$ cat config.mk
export PLATFORM = sky130hd
export DESIGN_NAME = stat_shifter
export DESIGN_NICKNAME = d
export VERILOG_FILES = /design/src/rtl/stsh_pkg.sv /design/src/rtl/stsh_edge.sv /design/src/rtl/stsh_opdec.sv /design/src/rtl/stsh_shift.sv /design/src/rtl/stat_shifter.sv
export SDC_FILE = /design/constraint.sdc
export NUM_CORES = 1
export LEC_CHECK = 0
export ABC_CLOCK_PERIOD_IN_PS = 1200
export BUFFER_PORTS_ARGS = -buffer_cell sky130_fd_sc_hd__buf_2
export CORE_MARGIN = 4
export CORE_UTILIZATION = 41
export CTS_CLUSTER_SIZE = 12
export DETAILED_ROUTE_END_ITERATION = 8
export PLACE_DENSITY = 0.63
export SLEW_MARGIN = 20
export SYNTH_ARGS = -nofsm -noshare
export SYNTH_HDL_FRONTEND = slang
export SYNTH_SLANG_ARGS = --single-unit
export TNS_END_PERCENT = 10
$ cat constraint.sdc
create_clock -name clk -period 1.2 [get_ports clk]
set_input_delay 0.06 -clock clk [delete_from_list [all_inputs] [get_ports clk]]
set_output_delay 0.06 -clock clk [all_outputs]
set_load 0.01 [all_outputs]
$ cat src/rtl/stsh_pkg.sv
package stsh_pkg;
  localparam int STAT_W = 8;
  localparam int RSV_W  = 3;
  localparam int DENS_W = STAT_W - 2 - RSV_W;
  localparam int POS_W  = $clog2(STAT_W);
  localparam int OP_W   = 8;
  localparam int CNT_W  = $clog2(OP_W + 1);
  localparam logic [OP_W-2:0] STATUS_OP_LOW = 7'h57;

  // assemble the status word: ready, compare, density, reserved zeros
  function automatic logic [STAT_W-1:0] pack_status(
    input logic busy_i, input logic cmp_i, input logic [DENS_W-1:0] dens_i);
    return {~busy_i, cmp_i, dens_i, {RSV_W{1'b0}}};
  endfunction

  // both opcode forms share the low seven bits
  function automatic logic is_status_op(input logic [OP_W-1:0] op);
    return op[OP_W-2:0] == STATUS_OP_LOW;
  endfunction
endpackage

$ cat src/rtl/stsh_edge.sv
module stsh_edge (
  input  logic clk,
  input  logic rst_n,
  input  logic sck,
  output logic sck_rise,
  output logic sck_fall
);
  logic sck_q;

  always_ff @(posedge clk) begin
    if (!rst_n) sck_q <= 1'b0;
    else        sck_q <= sck;
  end

  assign sck_rise = sck & ~sck_q;
  assign sck_fall = ~sck & sck_q;
endmodule

$ cat src/rtl/stsh_opdec.sv
module stsh_opdec
  import stsh_pkg::*;
(
  input  logic clk,
  input  logic rst_n,
  input  logic cs_n,
  input  logic sck_rise,
  input  logic si,
  output logic armed
);
  logic [OP_W-1:0]  sh;
  logic [CNT_W-1:0] cnt;
  logic             last_bit;

  assign last_bit = sck_rise && (cnt == CNT_W'(OP_W - 1));

  always_ff @(posedge clk) begin
    if (!rst_n || cs_n) begin
      sh    <= '0;
      cnt   <= '0;
      armed <= 1'b0;
    end else if (sck_rise && cnt < CNT_W'(OP_W)) begin
      sh  <= {sh[OP_W-2:0], si};
      cnt <= cnt + 1'b1;
      if (last_bit) armed <= is_status_op({sh[OP_W-2:0], si});
    end
  end


  armed_hold_chk: assert property (@(posedge clk) disable iff (!rst_n)
    (armed && !cs_n) |=> armed);
endmodule

$ cat src/rtl/stsh_shift.sv
module stsh_shift
  import stsh_pkg::*;
(
  input  logic              clk,
  input  logic              rst_n,
  input  logic              cs_n,
  input  logic              sck_fall,
  input  logic              armed,
  input  logic              busy,
  input  logic              cmp_flag,
  input  logic [DENS_W-1:0] density,
  output logic              so,
  output logic              active
);
  logic [STAT_W-1:0] snap;
  logic [POS_W-1:0]  pos;
  logic              byte_start;
  logic              on_msb;

  assign byte_start = sck_fall && armed && (!active || pos == '0);
  assign on_msb     = active && (pos == POS_W'(STAT_W - 1));

  always_ff @(posedge clk) begin
    if (!rst_n || cs_n) begin
      snap   <= '0;
      pos    <= '0;
      active <= 1'b0;
    end else if (byte_start) begin
      snap   <= pack_status(busy, cmp_flag, density);
      pos    <= POS_W'(STAT_W - 1);
      active <= 1'b1;
    end else if (sck_fall && active) begin
      pos <= pos - 1'b1;
    end
  end

  // bit 7 bypasses the snapshot so a parked poll sees busy clear at once
  always_comb begin
    if (!active)     so = 1'b0;
    else if (on_msb) so = ~busy;
    else             so = snap[pos];
  end


  start_after_op_chk: assert property (@(posedge clk) disable iff (!rst_n)
    $rose(active) |-> $past(armed));

  pos_hold_chk: assert property (@(posedge clk) disable iff (!rst_n)
    (!sck_fall && !cs_n) |=> $stable(pos));

  reserved_zero_chk: assert property (@(posedge clk) disable iff (!rst_n)
    (active && pos < POS_W'(RSV_W)) |-> !so);

  snap_hold_chk: assert property (@(posedge clk) disable iff (!rst_n)
    (!byte_start && !cs_n) |=> $stable(snap));
endmodule

$ cat src/rtl/stat_shifter.sv
module stat_shifter
  import stsh_pkg::*;
(
  input  logic              clk,
  input  logic              rst_n,
  input  logic              cs_n,
  input  logic              sck,
  input  logic              si,
  input  logic              busy,
  input  logic              cmp_flag,
  input  logic [DENS_W-1:0] density,
  output logic              so,
  output logic              so_oe
);
  logic sck_rise, sck_fall, armed, active;

  stsh_edge u_edge (
    .clk(clk), .rst_n(rst_n), .sck(sck),
    .sck_rise(sck_rise), .sck_fall(sck_fall)
  );

  stsh_opdec u_dec (
    .clk(clk), .rst_n(rst_n), .cs_n(cs_n),
    .sck_rise(sck_rise), .si(si), .armed(armed)
  );

  stsh_shift u_sh (
    .clk(clk), .rst_n(rst_n), .cs_n(cs_n), .sck_fall(sck_fall),
    .armed(armed), .busy(busy), .cmp_flag(cmp_flag), .density(density),
    .so(so), .active(active)
  );

  assign so_oe = active & ~cs_n;


  cs_clears_chk: assert property (@(posedge clk) disable iff (!rst_n)
    cs_n |=> !active);
endmodule

Word level (Yosys, flattened, before mapping). Index checks and enable logic that the tools add are counted. W data, S select, Z words.

Bits in registers: 21. Output and inout bits: 2.

Add/subtract/negate cells: 2. Magnitude comparators: 2. Equal/unequal tests: 3. Muxes and demuxes: 6. Bitwise gates (word level): 7. Reductions and logical operators: 13.

Operator list (count): $eq A7 B7 Y1 const B (1); $logic_and A1 B1 Y1 (6); $mux W3 (2); $add A4 B1 Y4 const B (1); $eq A4 B3 Y1 const B (1); $lt A3 B4 Y1 const B (1); $lt A4 B4 Y1 const B (1); $not A1 Y1 (4); $and A1 B1 Y1 (3); $bmux W1 S3 (1); $eq A3 B3 Y1 const B (1); $logic_not A3 Y1 (1); $mux W1 (3); $sub A3 B1 Y3 const B (1); $logic_not A1 Y1 (2); $logic_or A1 B1 Y1 (2); $reduce_and A2 Y1 (1); $reduce_bool A2 Y1 (1).

Depth between registers and ports, before layout. Gate-level depths: netlist (run 1).

Depth after elaboration: 5. Mapped depth: 6.

By module. From an unflattened synthesis (run 1), not the netlist that was laid out.

Cell total of the unflattened synthesis: 107. Area, all modules: 958.4 um^2.

Modules (own cells, without submodules): stsh_shift (times used 1, cells each 50, area an instance 462.9 um^2, sequential area each 180.2 um^2); stsh_opdec (times used 1, cells each 52, area an instance 442.9 um^2, sequential area each 220.2 um^2); stsh_edge (times used 1, cells each 4, area an instance 38.8 um^2, sequential area each 20.0 um^2); stat_shifter (times used 1, cells each 1, area an instance 13.8 um^2, sequential area each 0.0 um^2).

Worst setup path before layout (run 1). OpenSTA, ideal clock, no wires.

Path type: reg2reg. Start: register u_sh.pos[0]. End: register u_sh.snap[3]. Setup time: 0.129 ns. Arrival time: 1.184 ns. Required time: 1.071 ns. Setup slack: -0.113 ns. Cell stages (with the launch flop): 7. Clock period less this slack: 1.313 ns. Cell sequence: dfxtp_1 inv_1 ha_1 nand2b_1 a21boi_4 mux2i_1 nor2_1.

Word-level cells in the longest chain between the ends: 3.

RTL lines: start, declared (line stsh_shift.sv:16) `logic [POS_W-1:0] pos;`; start signal, assigned (line stsh_shift.sv:30) `pos <= POS_W'(STAT_W - 1);`; start signal, assigned (line stsh_shift.sv:33) `pos <= pos - 1'b1;`; $logic_not A3 Y1 (line stsh_shift.sv:20) `assign byte_start = sck_fall && armed && (!active || pos == '0);`; $logic_or A1 B1 Y1 (line stsh_shift.sv:20); $logic_and A1 B1 Y1 (line stsh_shift.sv:20); end signal, assigned (line stsh_shift.sv:29) `snap <= pack_status(busy, cmp_flag, density);`; end, declared (line stsh_shift.sv:15) `logic [STAT_W-1:0] snap;`.

No other way between the ends. A chain may end at the register's enable or synchronous reset.

Worst setup path after layout (run 1).
Start: register u_sh.pos[1]. End: output so.

Word-level cells in the longest chain between the ends: 4. Elaborated cells between the ends (all ways): 6. Those cells by class: eq/ne (1); mux (4); reduce/logical (1).

RTL lines: $bmux W1 S3 or $eq A3 B3 Y1 (tied branches) (line stsh_shift.sv:41, stsh_shift.sv:21); $mux W1 (not written as such) or $logic_and A1 B1 Y1 (tied branches) (line stsh_shift.sv:41, stsh_shift.sv:21); $mux W1 * (line stsh_shift.sv:40) `else if (on_msb) so = ~busy;`; $mux W1 * (line stsh_shift.sv:39) `if (!active) so = 1'b0;`; end, declared (line stat_shifter.sv:12) `output logic so,`.

Every way passes the cells marked *; elsewhere a longest branch is shown, timed or not. The select of a mux whose other input is x is not followed.

==> results of run 1 <==
-- power breakdown --
part | internal, mW | switching [mW] | total (mW)
sequential | 0.702 | 0.00383 | 0.706
combinational | 0.0460 | 0.0398 | 0.0858
clock | 0.125 | 0.220 | 0.345
total | 0.873 | 0.263 | 1.14
-- synthesized netlist by cell type, types with 2 or more instances --
master / instances
dfxtp_1: 21
nor2_1: 19
nand2_1: 16
a21oi_1: 7
mux2i_1: 7
ha_1: 4
inv_1: 3
xnor2_1: 3
clkbuf_1: 2
nand2b_1: 2
nand3b_1: 2
nand4b_1: 2
nor3_1: 2
-- per-stage QoR --
step	util, %	area [sq um]	hold WS [ns]	setup TNS, ns
after floorplan	-	928.4	0.1524	-0.2093
after global placement	52.37	1080	0.2695	-0.4093
after detailed placement	52.37	1080	0.2728	-0.6073
after CTS	58.01	1196	0.06246	-1.895
after global routing	58.68	1210	0.06345	-3.194
final	58.68	1210	0.07413	-1.945
-- critical path: stages, from the launching register on --
cell	delay (ns)
dfxtp_2	0.38
buf_6	0.12
mux2i_1	0.18
nor3_1	0.06
o311a_1	0.32
buf_2	0.14
-- layer usage --
metal	wire length, um	GRT usage (%)	part of all wire [%]	up-vias
li1	-	-	-	409
met1	949	17.61	51	347
met2	800	20.61	43	16
met3	82	4.429	4.4	5
met4	34	6.250	1.8	0
met5	0	0	0	-
-- kinds of logic (layout without fill, tap and decap cells) --
| group | count (synthesis) | after routing |
|---|---|---|
| and+or+nand+nor | 48 | 48 |
| AOI/OAI and AO/OA | 14 | 14 |
| adders and majority gates | 4 | 4 |
| buffers and inverters | 6 | 37 |
| muxes | 7 | 7 |
| DFF | 21 | 21 |
| xor gates and xnor gates | 4 | 4 |
-- registers in the layout (all words and copies together) (netlist names) --
name	count
u_dec.sh	6
u_sh.snap	5
u_dec.cnt	4
u_sh.pos	3
u_dec.armed	1
u_edge.sck_q	1
u_sh.active	1
-- what timing repair did --
action	4_1_cts	5_1_grt
pin swaps	2	0
cloned	0	0
hold buffers	7	0
setup buffers	1	1
gates resized for setup	3	3
endpoints found under the hold margin	7	0
endpoints found under the setup margin	8	12
-- layout by cell type, fill, tap and decap left out, drive strengths merged, types with 3 or more instances in the layout --
master,Yosys,routed
dfxtp,21,21
nor2,19,19
mux2i,7,7
inv,3,3
ha,4,4
clkbuf,2,3
dlygate4sd3,0,7
a21oi,7,7
buf,1,23
nand2,16,16
xnor2,3,3
-- how the worst min path moves through the flow --
stage          startpoint            to  slack, ns  cells past startpoint
2_1_floorplan        busy  u_sh.snap[7]       0.15                      1
3_3_place_gp         busy  u_sh.snap[7]       0.27                      2
3_5_place_dp         busy  u_sh.snap[7]       0.27                      2
4_1_cts               sck  u_edge.sck_q       0.06                      3
5_1_grt               sck  u_edge.sck_q       0.06                      3
6_report              sck  u_edge.sck_q       0.07                      3
-- final cells by class --
type	instances	area [sq um]	share of cell area (%)
Sequential cell	21	425.4	35.16
Inverter	3	11.26	0.9307
Timing Repair Buffer	30	222.7	18.41
Clock buffer	3	22.52	1.861
Clock inverter	1	5.005	0.4137
Multi-Input combinational cell	77	489.2	40.43
Tap cell	27	33.78	2.792
==> flow_metrics.env, run 1 <==
export IMPL_status="finished, violations left"
export IMPL_violations="setup timing"
export IMPL_max_freq_ghz=0.6384
export IMPL_dieArea_sq_mm=0.003082
export IMPL_grt_max_degree=21
export IMPL_hp_class="in2reg"
export IMPL_clock_skew_ns=0.003680
export IMPL_power_mw=1.136
export IMPL_yosysWarningCount=0
export IMPL_crit_type="reg2out"
export IMPL_start_util_pct=44.90
export IMPL_ys_seq_elements=21
export IMPL_n_fill_cell=180
export IMPL_rsz0062_at_grt="yes"
export IMPL_grt_pass1_wl_mm=3.346
export IMPL_synthAdderAreaFrac_pct=5.405
export IMPL_die_x_um=55.52
export IMPL_hold_violations=0
export IMPL_synth_xor_area_share_pct=3.784
export IMPL_syn_area_sq_um=925.9
export IMPL_maxCapViolations=0
export IMPL_wirelength_mm=1.867
export IMPL_hpwl_mm=1.263
export IMPL_worstSetupStartpointType="flop"
export IMPL_place_port_buffers=11
export IMPL_synth_top_family_by_area="simple AND/OR/NAND/NOR gates"
export IMPL_coreArea_sq_mm=0.002062
export IMPL_numCtsBuffers=3
export IMPL_synth_flop_cell="dfxtp_1"
export IMPL_worstPathRequired_ns=1.14
export IMPL_layout_drive_gt1_share_pct=28.15
export IMPL_grt_overflow_total=0
export IMPL_finalCriticalPeriod_ns=1.566
export IMPL_drc=0
export IMPL_maxSlewHeadroom_pct=77.92
export IMPL_dp_cells=149
export IMPL_synth_mux_area_share_pct=7.568
export IMPL_worstReg2RegStart="u_sh.pos[1]"
export IMPL_peakVddDrop_v=0.0008759
export IMPL_synth_compound_area_share_pct=11.49
export IMPL_setup_viol=10
export IMPL_cts_tree="done"
export IMPL_clockRootBuffer="clkbuf_4"
export IMPL_reg2regPathDepth=7
export IMPL_rows=16
export IMPL_crit_arrival_ns=1.51
export IMPL_synth_fp_nets=118
export IMPL_syn_to_final_growth_pct=30.68
export IMPL_slew_viol_final=0
export IMPL_post_route_period_util_pct=130.5
export IMPL_synthTopCellsByArea="dfxtp_1, nor2_1, mux2i_1, nand2_1, ha_1"
export IMPL_gp_congestion=0.7891
export IMPL_synth_largest_area_cell="dfxtp_1"
export IMPL_clock_sinks=21
export IMPL_crit_path_end="so"
export IMPL_clock_latency_ns=0.31
export IMPL_synth_avg_cell_area_sq_um=8.903
export IMPL_avgRoutedWirePerCell_um=11.52
export IMPL_ant_nets=0
export IMPL_ff2ff_setup_slack_ns=-0.27
export IMPL_postLayoutSetupSlackWorst_ns=-0.3664
export IMPL_dr_pass1_iters=4
export IMPL_worstSetupStartpoint="u_sh.pos[1]"
export IMPL_end_kind="primary output"
export IMPL_antenna_cells=0
export IMPL_cts_buffer_depth=2
export IMPL_crit_path_max_fanout=4
export IMPL_powerDensity_mw_per_mm2=939.1
export IMPL_leakage_nw=0.4662
export IMPL_async_flop_share_pct=0
export IMPL_synth_top_area_share_pct=45.41
export IMPL_drt_iter0_markers=18
export IMPL_ys_seq_area_share_pct=45.41
export IMPL_finalNonFillerCells=162
export IMPL_vias=777
export IMPL_antenna_found_initial=0
export IMPL_num_nets_final=150
export IMPL_syn_inst=104
export IMPL_synth_edf_count=0
export IMPL_r2r_end="u_sh.snap[3]"
export IMPL_post_drt_via_cell_ratio=4.796
export IMPL_worst_pin_slew_ns=0.3304
export IMPL_ys_types=27
export IMPL_grt_pass1_vias=742
export IMPL_post_place_ws_ns=-0.1295
export IMPL_htree_levels=1
export IMPL_pin_count=12
export IMPL_grt_use_total_pct=13.68
export IMPL_path_clk_slew_ns=0.12
export IMPL_die_h_um=55.52
export IMPL_synth_simple_area_share_pct=23.78
Note: power is estimated with default switching activity, not from simulation.
==> run 2, diff against run 1 <==
--- a/config.mk
+++ b/config.mk
@@ -7,8 +7,10 @@
 export LEC_CHECK = 0
 export ABC_CLOCK_PERIOD_IN_PS = 1200
 export BUFFER_PORTS_ARGS = -buffer_cell sky130_fd_sc_hd__buf_2
+export CAP_MARGIN = 20
 export CORE_MARGIN = 4
 export CORE_UTILIZATION = 41
+export CTS_BUF_LIST = sky130_fd_sc_hd__clkbuf_8
 export CTS_CLUSTER_SIZE = 12
 export DETAILED_ROUTE_END_ITERATION = 8
 export PLACE_DENSITY = 0.63
==> flow_metrics.env, run 2 (synthesis results as in run 1) <==
export IMPL_path_delay_family="flip-flops"
export IMPL_vias=738
export IMPL_hp_class="in2reg"
export IMPL_cts_tree="done"
export IMPL_worstPathRequired_ns=1.14
export IMPL_post_route_period_util_pct=125.4
export IMPL_status="finished, violations left"
export IMPL_worstSetupStartpointType="flop"
export IMPL_dp_cells=149
export IMPL_post_drt_via_cell_ratio=4.792
export IMPL_largest_reg_flops=6
export IMPL_crit_buf_inv=2
export IMPL_worst_pin_slew_ns=0.3433
export IMPL_reg_top3="u_dec.sh (6), u_sh.snap (5), u_dec.cnt (4)"
export IMPL_internal_power_uw=965.9
export IMPL_crit_type="reg2out"
export IMPL_rsz0062_at_grt="yes"
export IMPL_gp_congestion=0.7891
export IMPL_critical_path_slowest_cell="dfxtp_2"
export IMPL_drt_iter0_markers=18
export IMPL_maxSlewHeadroom_pct=77.06
export IMPL_dr_pass1_iters=4
export IMPL_die_h_um=55.52
export IMPL_place_port_buffers=11
export IMPL_hold_violations=0
export IMPL_drc=0
export IMPL_max_freq_ghz=0.6643
export IMPL_syn_to_final_growth_pct=24.86
export IMPL_layout_drive_gt1_share_pct=27.56
export IMPL_start_util_pct=44.90
export IMPL_grt_overflow_total=0
export IMPL_clock_skew_ns=0.001330
export IMPL_grt_use_total_pct=13.09
export IMPL_post_place_ws_ns=-0.1295
export IMPL_largest_register="u_dec.sh"
export IMPL_rows=16
export IMPL_powerDensity_mw_per_mm2=1070
export IMPL_violations="setup timing"
export IMPL_maxCapViolations=0
export IMPL_dieArea_sq_mm=0.003082
export IMPL_peakVddDrop_v=0.0009429
export IMPL_finalNonFillerCells=154
export IMPL_worstPathCellList="buf_6 > mux2i_1 > nor3_1 > o311a_1 > buf_2"
export IMPL_grt_pass1_wl_mm=3.174
export IMPL_postLayoutSetupSlackWorst_ns=-0.3052
export IMPL_p_sw_share_pct=21.92
export IMPL_crit_path_max_fanout=4
export IMPL_cts_buffer_depth=2
export IMPL_avgRoutedWirePerCell_um=11.63
export IMPL_clkPwrFrac_pct=37.3
export IMPL_clock_latency_ns=0.26
export IMPL_pin_count=12
export IMPL_clockRootBuffer="clkbuf_8"
export IMPL_final_cell_mix="nor2_1, dfxtp_1, nand2_1, buf_2, buf_4"
export IMPL_htree_levels=1
export IMPL_slew_viol_final=0
export IMPL_numCtsBuffers=3
export IMPL_ant_nets=0
export IMPL_leakage_nw=0.4372
export IMPL_pwr_share_seq_pct=57.0
export IMPL_num_nets_final=142
export IMPL_coreArea_sq_mm=0.002062
export IMPL_combPwrFrac_pct=5.7
export IMPL_grt_max_degree=21
export IMPL_antenna_cells=0
export IMPL_grt_pass1_vias=709
export IMPL_finalCriticalPeriod_ns=1.505
export IMPL_crit_arrival_ns=1.45
export IMPL_end_kind="primary output"
export IMPL_setup_viol=6
export IMPL_antenna_found_initial=0
export IMPL_clock_sinks=21
export IMPL_wirelength_mm=1.791
export IMPL_hpwl_mm=1.263
export IMPL_path_clk_slew_ns=0.08
export IMPL_critical_path_max_stage_delay_ns=0.36
export IMPL_switchingPower_uw=271.2
export IMPL_die_x_um=55.52
-- run 2: changes by cell type in the layout (fill, tap and decap cells not counted) --
cell / before / now
buf_4: 10 / 8
clkbuf_4: 3 / 0
clkbuf_8: 0 / 3
dfxtp_1: 17 / 19
dfxtp_2: 4 / 2
dlygate4sd3_1: 7 / 1
nand3_1: 1 / 0
nand3_2: 0 / 1
-- run 2: final cells by class --
type	instances	area (sq um)
Clock buffer	3	41.29
Clock inverter	1	5.005
Fill cell	190	905.9
Inverter	3	11.26
Multi-Input combinational cell	77	494.2
Sequential cell	21	422.9
Tap cell	27	33.78
Timing Repair Buffer	22	147.6
-- run 2: repair_timing --
action,CTS,global route
hold buffers,1,0
setup endpoints to repair,8,11
gates cloned,0,0
pin swaps,0,2
endpoints found under the hold margin,1,0
resized for setup,4,1
setup buffers,0,0
-- run 2: layer usage --
metal / track usage, % / vias up / routed length, um
met5: 0 / - / 0
met4: 6.250 / 0 / 14
met3: 5.128 / 2 / 83
met2: 18.92 / 13 / 794
met1: 16.88 / 328 / 898
li1: - / 395 / -
-- run 2: power by group through the flow --
stage                     sequential, mW  clock (mW)  combinational, mW
after floorplan                    0.721           0             0.0314
after global placement             0.721           0             0.0638
after detailed placement           0.721           0             0.0653
after CTS                          0.705       0.487             0.0695
after global routing               0.706       0.516             0.0782
final                              0.705       0.461             0.0705
-- run 2: through the flow --
| stage | util (%) | setup TNS [ns] | cell area (sq um) | power [mW] | hold WS (ns) |
|---|---|---|---|---|---|
| after floorplan | - | -0.2093 | 928.4 | 0.7528 | 0.1524 |
| after global placement | 52.37 | -0.4093 | 1080 | 0.7850 | 0.2695 |
| after detailed placement | 52.37 | -0.6073 | 1080 | 0.7864 | 0.2728 |
| after CTS | 55.89 | -0.9424 | 1152 | 1.261 | 0.01858 |
| after global routing | 56.07 | -2.055 | 1156 | 1.300 | 0.01187 |
| final | 56.07 | -0.9429 | 1156 | 1.237 | 0.02033 |
-- run 2: path summary, 6_finish.rpt --
check              startpoint           end  slack, ns  cells past startpoint
hold / removal          rst_n  u_edge.sck_q       0.02                      2
setup reg to reg  u_sh.pos[0]  u_sh.snap[6]      -0.14                      6
hold reg to reg   u_dec.sh[5]   u_dec.sh[5]       0.47                      2
setup / recovery  u_sh.pos[1]            so      -0.31                      5
==> run 3, diff against run 2 <==
--- a/config.mk
+++ b/config.mk
@@ -14,6 +14,7 @@
 export CTS_CLUSTER_SIZE = 12
 export DETAILED_ROUTE_END_ITERATION = 8
 export PLACE_DENSITY = 0.63
+export SETUP_SLACK_MARGIN = 0.1
 export SLEW_MARGIN = 20
 export SYNTH_ARGS = -nofsm -noshare
 export SYNTH_HDL_FRONTEND = slang
==> flow_metrics.env, run 3 (synthesis results as in run 1) <==
export IMPL_internal_power_uw=966.2
export IMPL_pin_count=12
export IMPL_drt_iter0_markers=25
export IMPL_end_kind="primary output"
export IMPL_peakVddDrop_v=0.0009473
export IMPL_maxCapViolations=0
export IMPL_crit_buf_inv=2
export IMPL_clockRootBuffer="clkbuf_8"
export IMPL_start_util_pct=44.90
export IMPL_crit_type="reg2out"
export IMPL_clkPwrFrac_pct=37.5
export IMPL_worstPathCellList="buf_6 > mux2i_1 > nor3_1 > o311a_1 > buf_2"
export IMPL_critical_path_slowest_cell="dfxtp_2"
export IMPL_grt_pass1_wl_mm=3.180
export IMPL_pwr_share_seq_pct=56.8
export IMPL_wirelength_mm=1.901
export IMPL_coreArea_sq_mm=0.002062
export IMPL_numCtsBuffers=3
export IMPL_fin_area_sq_mm=0.001236
export IMPL_final_cell_mix="nor2_1, dfxtp_1, nand2_1, buf_2, buf_4"
export IMPL_grt_pass1_vias=712
export IMPL_powerDensity_mw_per_mm2=1005
export IMPL_avgRoutedWirePerCell_um=12.11
export IMPL_antenna_found_initial=0
export IMPL_crit_arrival_ns=1.45
export IMPL_grt_use_total_pct=13.09
export IMPL_postLayoutSetupSlackWorst_ns=-0.3081
export IMPL_setup_viol=9
export IMPL_use_met2_pct=18.92
export IMPL_path_delay_family="flip-flops"
export IMPL_drc=0
export IMPL_syn_to_final_growth_pct=33.51
export IMPL_grt_use_met1_pct=16.88
export IMPL_slew_viol_final=0
export IMPL_critical_path_max_stage_delay_ns=0.37
export IMPL_n_fill_cell=177
export IMPL_hp_class="in2reg"
export IMPL_grtUsageMet3_pct=5.128
export IMPL_clock_skew_ns=0.002284
export IMPL_maxSlewHeadroom_pct=84.73
export IMPL_status="finished, violations left"
export IMPL_worst_pin_slew_ns=0.2285
export IMPL_largest_register="u_dec.sh"
export IMPL_clock_latency_ns=0.26
export IMPL_post_place_ws_ns=-0.1295
export IMPL_layout_drive_gt1_share_pct=33.08
export IMPL_dp_cells=149
export IMPL_dr_pass1_iters=4
export IMPL_path_clk_slew_ns=0.08
export IMPL_p_sw_share_pct=22.20
export IMPL_rows=16
export IMPL_die_x_um=55.52
export IMPL_finalNonFillerCells=157
export IMPL_holdWs_ns=0.02038
export IMPL_post_route_period_util_pct=125.7
export IMPL_mostFrequentLayoutCell="nor2_1"
export IMPL_crit_path_max_fanout=4
export IMPL_post_drt_via_cell_ratio=4.873
export IMPL_cts_tree="done"
export IMPL_globalRoute_busiestLayer="met2"
export IMPL_dieArea_sq_mm=0.003082
export IMPL_violations="setup timing"
export IMPL_num_nets_final=145
export IMPL_worstSetupStartpointType="flop"
export IMPL_largest_reg_flops=6
export IMPL_hold_violations=0
export IMPL_hpwl_mm=1.263
export IMPL_htree_levels=1
export IMPL_place_port_buffers=11
export IMPL_worstPathRequired_ns=1.14
export IMPL_power_mw=1.242
export IMPL_leakage_nw=0.4665
export IMPL_clock_sinks=21
export IMPL_vias=765
export IMPL_die_h_um=55.52
export IMPL_reg_top3="u_dec.sh (6), u_sh.snap (5), u_dec.cnt (4)"
export IMPL_rsz0062_at_grt="yes"
export IMPL_gp_congestion=0.7891
export IMPL_switchingPower_uw=275.7
export IMPL_grt_max_degree=21
export IMPL_cts_buffer_depth=2
export IMPL_combPwrFrac_pct=5.7
export IMPL_finalCriticalPeriod_ns=1.508
export IMPL_ant_nets=0
export IMPL_antenna_cells=0
export IMPL_max_freq_ghz=0.6631
export IMPL_dpl_instance_area_sq_mm=0.001080
export IMPL_grt_overflow_total=0
[run 3: changes by cell type in the layout (fill, tap and decap cells not counted), sizes merged]
cell / before / now
buf: 21 / 23
clkbuf: 3 / 4
[run 3: worst paths after layout]
| check | start | endpoint | slack [ns] | depth (start not counted) |
|---|---|---|---|---|
| setup / recovery | u_sh.pos[1] | so | -0.31 | 5 |
| hold / removal | rst_n | u_edge.sck_q | 0.02 | 2 |
| setup reg to reg | u_sh.pos[1] | u_sh.snap[6] | -0.24 | 8 |
| hold reg to reg | u_dec.sh[2] | u_dec.sh[2] | 0.47 | 2 |
[run 3: through the flow]
step | TNS (ns) | utilization, %
floorplan | -0.2093 | -
global placement | -0.4093 | 52.37
detailed placement | -0.6073 | 52.37
CTS | -0.9424 | 55.89
global route | -2.411 | 59.95
finish | -1.698 | 59.95
[run 3: worst register-to-register path, stage by stage, from the launching register on]
cell and delay (ns):
dfxtp_2 0.35, buf_4 0.14, inv_4 0.05, ha_4 0.14, nand2b_4 0.06, a21boi_4 0.21, buf_12 0.15, mux2i_1 0.18
nor2_1 0.06
[run 3: area by class of cell]
type | instances | area [sq um] | area share (%)
inverter | 3 | 13.76 | 1.113
clock buffer | 3 | 41.29 | 3.340
tap | 27 | 33.78 | 2.733
sequential | 21 | 425.4 | 34.41
timing repair buffer | 25 | 200.2 | 16.19
multi-input combinational | 77 | 516.7 | 41.80
clock inverter | 1 | 5.005 | 0.4049
[run 3: metal layers]
layer	vias to the layer above	routed length, um
met5	-	0
met4	0	14
met3	2	108
met2	21	870
met1	341	908
li1	401	-
[run 3: power by group through the flow]
stage | clock, mW | combinational, mW | sequential (mW)
global route | 0.516 | 0.0783 | 0.706
CTS | 0.487 | 0.0695 | 0.705
global placement | 0 | 0.0638 | 0.721
finish | 0.466 | 0.0711 | 0.705
floorplan | 0 | 0.0314 | 0.721
detailed placement | 0 | 0.0653 | 0.721
[run 3: timing repair]
item,in CTS,in global routing
resized for setup,4,8
endpoints found under the hold margin,1,0
hold buffers,1,0
setup endpoints to repair,13,21
setup buffers,0,2
pin swaps,0,6
cloned,0,1
